===== config.mk =====
export PLATFORM = sky130hd
export DESIGN_NAME = fifo_irq_err_ctl
export DESIGN_NICKNAME = d
export VERILOG_FILES = /design/src/rtl/fiec_pkg.sv /design/src/rtl/fiec_level_trigger.sv /design/src/rtl/fiec_holdoff_timer.sv /design/src/rtl/fiec_err_collect.sv /design/src/rtl/fifo_irq_err_ctl.sv
export SDC_FILE = /design/constraint.sdc
export NUM_CORES = 1
export LEC_CHECK = 0
export BUFFER_PORTS_ARGS = -buffer_cell sky130_fd_sc_hd__buf_2
export CAP_MARGIN = 0
export CORE_MARGIN = 2
export CORE_UTILIZATION = 47
export CTS_BUF_LIST = sky130_fd_sc_hd__clkbuf_8 sky130_fd_sc_hd__clkbuf_16
export DETAILED_ROUTE_END_ITERATION = 10
export PLACE_DENSITY = 0.83
export SETUP_SLACK_MARGIN = 0.1
export SYNTH_ARGS = -nofsm -noshare
export SYNTH_HDL_FRONTEND = slang
export SYNTH_SLANG_ARGS = --single-unit

===== constraint.sdc =====
create_clock -name clk -period 3.06 [get_ports clk]
set_input_delay 0.306 -clock clk [delete_from_list [all_inputs] [get_ports clk]]
set_output_delay 0.306 -clock clk [all_outputs]
set_load 0.1 [all_outputs]

===== src/rtl/fiec_pkg.sv =====
package fiec_pkg;

    localparam int SRC_N = 3;   // transmit, receive, error
    localparam int ERR_N = 3;   // write-full, read-stall, timeout

    typedef enum logic [1:0] {
        TXT_EMPTY   = 2'd0,
        TXT_QUARTER = 2'd1,
        TXT_HALF    = 2'd2,
        TXT_3QTR    = 2'd3
    } tx_trig_e;

    typedef struct packed {
        logic timeout;
        logic rd_stall;
        logic wr_full;
    } err_vec_t;

    typedef struct packed {
        logic err;
        logic rx;
        logic tx;
    } src_vec_t;

    function automatic int tx_threshold(int depth, logic [1:0] sel);
        case (tx_trig_e'(sel))
            TXT_EMPTY:   return 0;
            TXT_QUARTER: return depth / 4;
            TXT_HALF:    return depth / 2;
            default:     return (3 * depth) / 4;
        endcase
    endfunction

    function automatic int rx_threshold(int depth, logic [2:0] sel);
        case (sel)
            3'd0:    return depth / 8;
            3'd1:    return depth / 4;
            3'd2:    return depth / 2;
            3'd3:    return (3 * depth) / 4;
            3'd4:    return (7 * depth) / 8;
            default: return depth;
        endcase
    endfunction

endpackage


===== src/rtl/fiec_level_trigger.sv =====
module fiec_level_trigger
    import fiec_pkg::*;
#(
    parameter int DEPTH = 16,
    parameter bit IS_RX = 1'b0,
    localparam int CW = $clog2(DEPTH + 1)
) (
    input  logic          clk,
    input  logic          rst,
    input  logic [CW-1:0] level,
    input  logic [2:0]    sel,
    output logic          req
);
    logic hit;

    generate
        if (IS_RX) begin : g_rx
            always_comb hit = int'(level) >= rx_threshold(DEPTH, sel);
        end else begin : g_tx
            always_comb hit = int'(level) <= tx_threshold(DEPTH, sel[1:0]);
        end
    endgenerate

    always_ff @(posedge clk) begin
        if (rst) req <= 1'b0;
        else     req <= hit;
    end
endmodule


===== src/rtl/fiec_holdoff_timer.sv =====
module fiec_holdoff_timer #(
    parameter int WAIT_W = 8
) (
    input  logic              clk,
    input  logic              rst,
    input  logic              xfer_active,
    input  logic              if_tick,
    input  logic              if_ready,
    input  logic [WAIT_W-1:0] max_wait,
    output logic              expire,
    output logic              abort_pulse
);
    logic [WAIT_W-1:0] stall_cnt;
    logic              spent;
    logic              stall_tick;

    always_comb begin
        stall_tick = xfer_active && if_tick && !if_ready && !spent;
        expire     = stall_tick && (max_wait != '0) && (stall_cnt == max_wait);
    end

    always_ff @(posedge clk) begin
        if (rst || !xfer_active) begin
            stall_cnt <= '0;
            spent     <= 1'b0;
        end else if (expire) begin
            spent     <= 1'b1;
        end else if (stall_tick && stall_cnt != '1) begin
            stall_cnt <= stall_cnt + 1'b1;
        end
    end

    always_ff @(posedge clk) begin
        if (rst) abort_pulse <= 1'b0;
        else     abort_pulse <= expire;
    end
endmodule


===== src/rtl/fiec_err_collect.sv =====
module fiec_err_collect
    import fiec_pkg::*;
(
    input  logic     clk,
    input  logic     rst,
    input  err_vec_t events,
    input  logic     clr_we,
    input  err_vec_t clr_bits,
    output err_vec_t flags
);
    logic [ERR_N-1:0] clr_mask;

    always_comb clr_mask = clr_we ? clr_bits : '0;

    always_ff @(posedge clk) begin
        if (rst) flags <= '0;
        else     flags <= (flags & ~clr_mask) | events;
    end
endmodule


===== src/rtl/fifo_irq_err_ctl.sv =====
module fifo_irq_err_ctl
    import fiec_pkg::*;
#(
    parameter int TX_DEPTH = 16,
    parameter int RX_DEPTH = 16,
    parameter int WAIT_W   = 8,
    localparam int TXC_W = $clog2(TX_DEPTH + 1),
    localparam int RXC_W = $clog2(RX_DEPTH + 1)
) (
    input  logic              clk,
    input  logic              rst,
    input  logic [TXC_W-1:0]  tx_level,
    input  logic [RXC_W-1:0]  rx_level,
    input  logic [1:0]        tx_trig_sel,
    input  logic [2:0]        rx_trig_sel,
    input  logic [2:0]        irq_mask,
    input  logic              en_wrfull,
    input  logic              en_rdstall,
    input  logic              wr_strobe,
    input  logic              rd_stall,
    input  logic              xfer_active,
    input  logic              if_tick,
    input  logic              if_ready,
    input  logic [WAIT_W-1:0] max_wait,
    input  logic              err_clr_we,
    input  logic [2:0]        err_clr_bits,
    output logic [2:0]        raw_status,
    output logic [2:0]        masked_status,
    output logic [2:0]        err_flags,
    output logic              abort_pulse,
    output logic              irq
);
    localparam logic [TXC_W-1:0] TX_FULL = TXC_W'(TX_DEPTH);

    logic     tx_req, rx_req, expire;
    err_vec_t events, flags;
    src_vec_t raw;

    fiec_level_trigger #(.DEPTH(TX_DEPTH), .IS_RX(1'b0)) i_tx_trig (
        .clk   (clk),
        .rst   (rst),
        .level (tx_level),
        .sel   ({1'b0, tx_trig_sel}),
        .req   (tx_req)
    );

    fiec_level_trigger #(.DEPTH(RX_DEPTH), .IS_RX(1'b1)) i_rx_trig (
        .clk   (clk),
        .rst   (rst),
        .level (rx_level),
        .sel   (rx_trig_sel),
        .req   (rx_req)
    );

    fiec_holdoff_timer #(.WAIT_W(WAIT_W)) i_timer (
        .clk         (clk),
        .rst         (rst),
        .xfer_active (xfer_active),
        .if_tick     (if_tick),
        .if_ready    (if_ready),
        .max_wait    (max_wait),
        .expire      (expire),
        .abort_pulse (abort_pulse)
    );

    always_comb begin
        events.wr_full  = en_wrfull && wr_strobe && (tx_level == TX_FULL);
        events.rd_stall = en_rdstall && rd_stall;
        events.timeout  = expire;
    end

    fiec_err_collect i_errs (
        .clk      (clk),
        .rst      (rst),
        .events   (events),
        .clr_we   (err_clr_we),
        .clr_bits (err_vec_t'(err_clr_bits)),
        .flags    (flags)
    );

    always_comb begin
        raw.tx        = tx_req;
        raw.rx        = rx_req;
        raw.err       = |flags;
        raw_status    = raw;
        masked_status = raw_status & irq_mask;
        err_flags     = flags;
        irq           = |masked_status;
    end
endmodule


==> summary.txt <==
Run status
  – Status: finished, final reports clean

Yosys
  – Sequential area share after synthesis: 0.313
  – Top cells by area, synth: dfxtp_1 31%, ha_1 9.1%, xnor2_1 5.5%
  – EDFF count, synth: 0
  – Mean Syn Cell Area: 8.49 µm²
  – Distinct cells, synth: 33
  – Area leader, netlist: dfxtp_1
  – Post-synth ARST share: 0
  – Most used flip-flop cell after synthesis: dfxtp_1
  – Post-Syn Area: 960 µm²
  – Yosys reg bits: 15
  – Net Count, Synth: 159
  – Synth Instances: 113
  – YS warnings: 0
  – Area fraction of the dominant cell type after synthesis: 0.313

STA
  – Worst Skew: 0.00342 ns
  – Final period util: 0.665
  – Total negative slack: 0 ns
  – Final Hold Viols: 0
  – Final setup viols: 0
  – Unrepaired setup endpoints after global routing: no
  – Slew headroom: 0.647
  – Tmin final: 2.03 ns
  – Worst slew pin tran: 0.530 ns
  – Max Fclk: 492 MHz
  – Final Max Tran Viols: 0

Critical path
  – Worst Path Required: 2.75 ns
  – Data arrival, critical path: 1.73 ns
  – Worst R2R Setup Slack: 1.19 ns
  – Reg2reg start: i_timer.stall_cnt[0]$_SDFFE_PP0P_
  – CP Capture Type: output pin
  – Worst setup SP type: flop
  – Reg2reg path depth: 5
  – Max FO, Critical Path: 3
  – Setup Crit Path Kind: flop to output pin
  – Worst reg2reg path endpoint: i_timer.stall_cnt[1]$_SDFFE_PP0P_

Clocking
  – Hold buffer count at CTS: 0
  – Post-CTS Setup Bufs: 0
  – H-tree Lvls: 1
  – Post-CTS Resized: 0
  – Num CTS Buffers: 3
  – Clk slew on worst S/H paths: 0.06 ns
  – Sink Count: 15
  – Later-pin clock latency in the skew report: 0.25 ns
  – CTS tree: yes
  – Clk buf depth: 2
  – Clock tree root driver cell: clkbuf_8

Detailed routing
  – DRC viols: 0
  – Vias post-DR: 966
  – Routed len/inst: 11.9 µm
  – Routed wire length: 2240 µm
  – Vias/cell: 5.14
  – Drt first pass iters: 4
  – Routed Antenna Nets: 0
  – DR iter-0 viols: 19

Floorplan
  – Starting Density: 0.494
  – Die H: 49.2 µm
  – Chip Width: 49.2 µm
  – Die area: 2420 µm²
  – Core ar.: 1940 µm²
  – Rows: 16
  – I/O Pins: 50

Global routing
  – GRT overflow: 0
  – First-pass GRT wire length: 3800 µm
  – Gr usage total: 0.205
  – Largest net degree at the start of global routing: 15
  – Number of global-route vias before repair: 941
  – Initial antenna violation count: 0

Pwr
  – Final Total Pwr: 0.490 mW
  – Leak: 0.593 nW
  – PwrDens: 390 nW/µm²
  – Worst vdd ir: 268 µV

Flow run
  – Maxcap violations: 0

Place
  – I/O Buffers: 49
  – DP HPWL: 1820 µm
  – Placer congestion estimate: 0.834

Worst hold path
  – Hold path start: tx_level[4]
  – Hold Path Sink: i_tx_trig.req$_SDFF_PP0_
  – Hold depth: 2
  – Worst min-delay path category: input port to flop

Layout
  – # nets final: 208
  – Area grow syn2layout: 31.0%
  – Share of cells above drive strength 1: 0.373
  – Diodes inserted: 0
sequential cells by signal, indices dropped and copies added, names as in the netlist:
signal / flops
i_errs.flags: 3
i_timer.abort_pulse: 1
i_timer.stall_cnt: 8
i_rx_trig.req: 1
i_timer.spent: 1
i_tx_trig.req: 1
power breakdown:
group,total (mW),internal (mW),switching (mW)
clock network,0.158,0.0902,0.0681
logic,0.130,0.0424,0.0878
registers,0.201,0.199,0.00248
how the worst max path moves through the flow:
stage                                                  from                                end  slack [ns]  cells after the start
after floorplan                  i_errs.flags[1]$_SDFF_PP0_                                irq        0.26                      4
after CTS                        i_errs.flags[1]$_SDFF_PP0_                                irq        1.01                      5
after detailed placement  i_timer.stall_cnt[0]$_SDFFE_PP0P_  i_timer.stall_cnt[1]$_SDFFE_PP0P_        1.25                      5
after global placement                          max_wait[2]  i_timer.stall_cnt[7]$_SDFFE_PP0P_        1.30                      6
after global routing             i_errs.flags[1]$_SDFF_PP0_                                irq        0.97                      5
final                            i_errs.flags[1]$_SDFF_PP0_                                irq        1.03                      5
area by class of cell:
class / instances / area, µm²
inverter: 8 / 30.0
tap: 27 / 33.8
clock inverter: 1 / 5.00
multi-input combinational: 85 / 598
sequential: 15 / 304
timing repair buffer: 49 / 245
clock buffer: 3 / 41.3
fill: 182 / 684
cell usage in the layout (no fill, tap or decap), types with 5 or more instances in the layout:
cell type / Yosys / layout
dfxtp_1: 15 / 12
inv_1: 8 / 8
xnor2_1: 6 / 6
o21ai_0: 5 / 5
nand2_1: 9 / 9
nor2_1: 6 / 6
buf_2: 0 / 49
ha_1: 7 / 7
a21oi_1: 10 / 10
Yosys cell counts (all sizes together), types with 4 or more instances:
cell type	instances
o21ai	5
nor2	6
a21oi	10
xnor2	6
buf	4
or3	4
inv	8
ha	7
dfxtp	15
nand2	9
per-stage QoR:
stage / cell area (µm²) / hold slack (ns) / setup slack (ns) / cells / util
after global routing: 1260 / 0.248 / 0.966 / 188 / 0.648
final: 1260 / 0.248 / 1.03 / 188 / 0.648
after global placement: 1210 / 0.428 / 1.30 / 184 / 0.624
after CTS: 1260 / 0.240 / 1.01 / 188 / 0.648
after floorplan: 966 / 0.368 / 0.262 / 113 / -
after detailed placement: 1210 / 0.451 / 1.25 / 184 / 0.624
routing by layer:
| layer | global-route usage | vias up | share of wire |
|---|---|---|---|
| li1 | - | 497 | - |
| met1 | 0.235 | 415 | 0.41 |
| met2 | 0.349 | 49 | 0.49 |
| met3 | 0.0368 | 5 | 0.077 |
| met4 | 0.129 | 0 | 0.023 |
| met5 | 0 | - | 0 |
cells by family after synthesis:
kind of cell / count (synthesis) / share of synthesized area
simple gates: 40 / 0.226
xor+xnor: 9 / 0.0821
fa+ha+maj: 7 / 0.0913
compound gates: 26 / 0.190
buf+inv: 13 / 0.0665
flops: 15 / 0.313
mux: 3 / 0.0313
critical path, stage by stage (launching register included):
cell     delay, ns
dfxtp_2       0.32
or3_2         0.48
and2_2        0.21
nor3_1        0.12
inv_1         0.05
buf_2         0.29
Power figures use the tool's default switching activity.
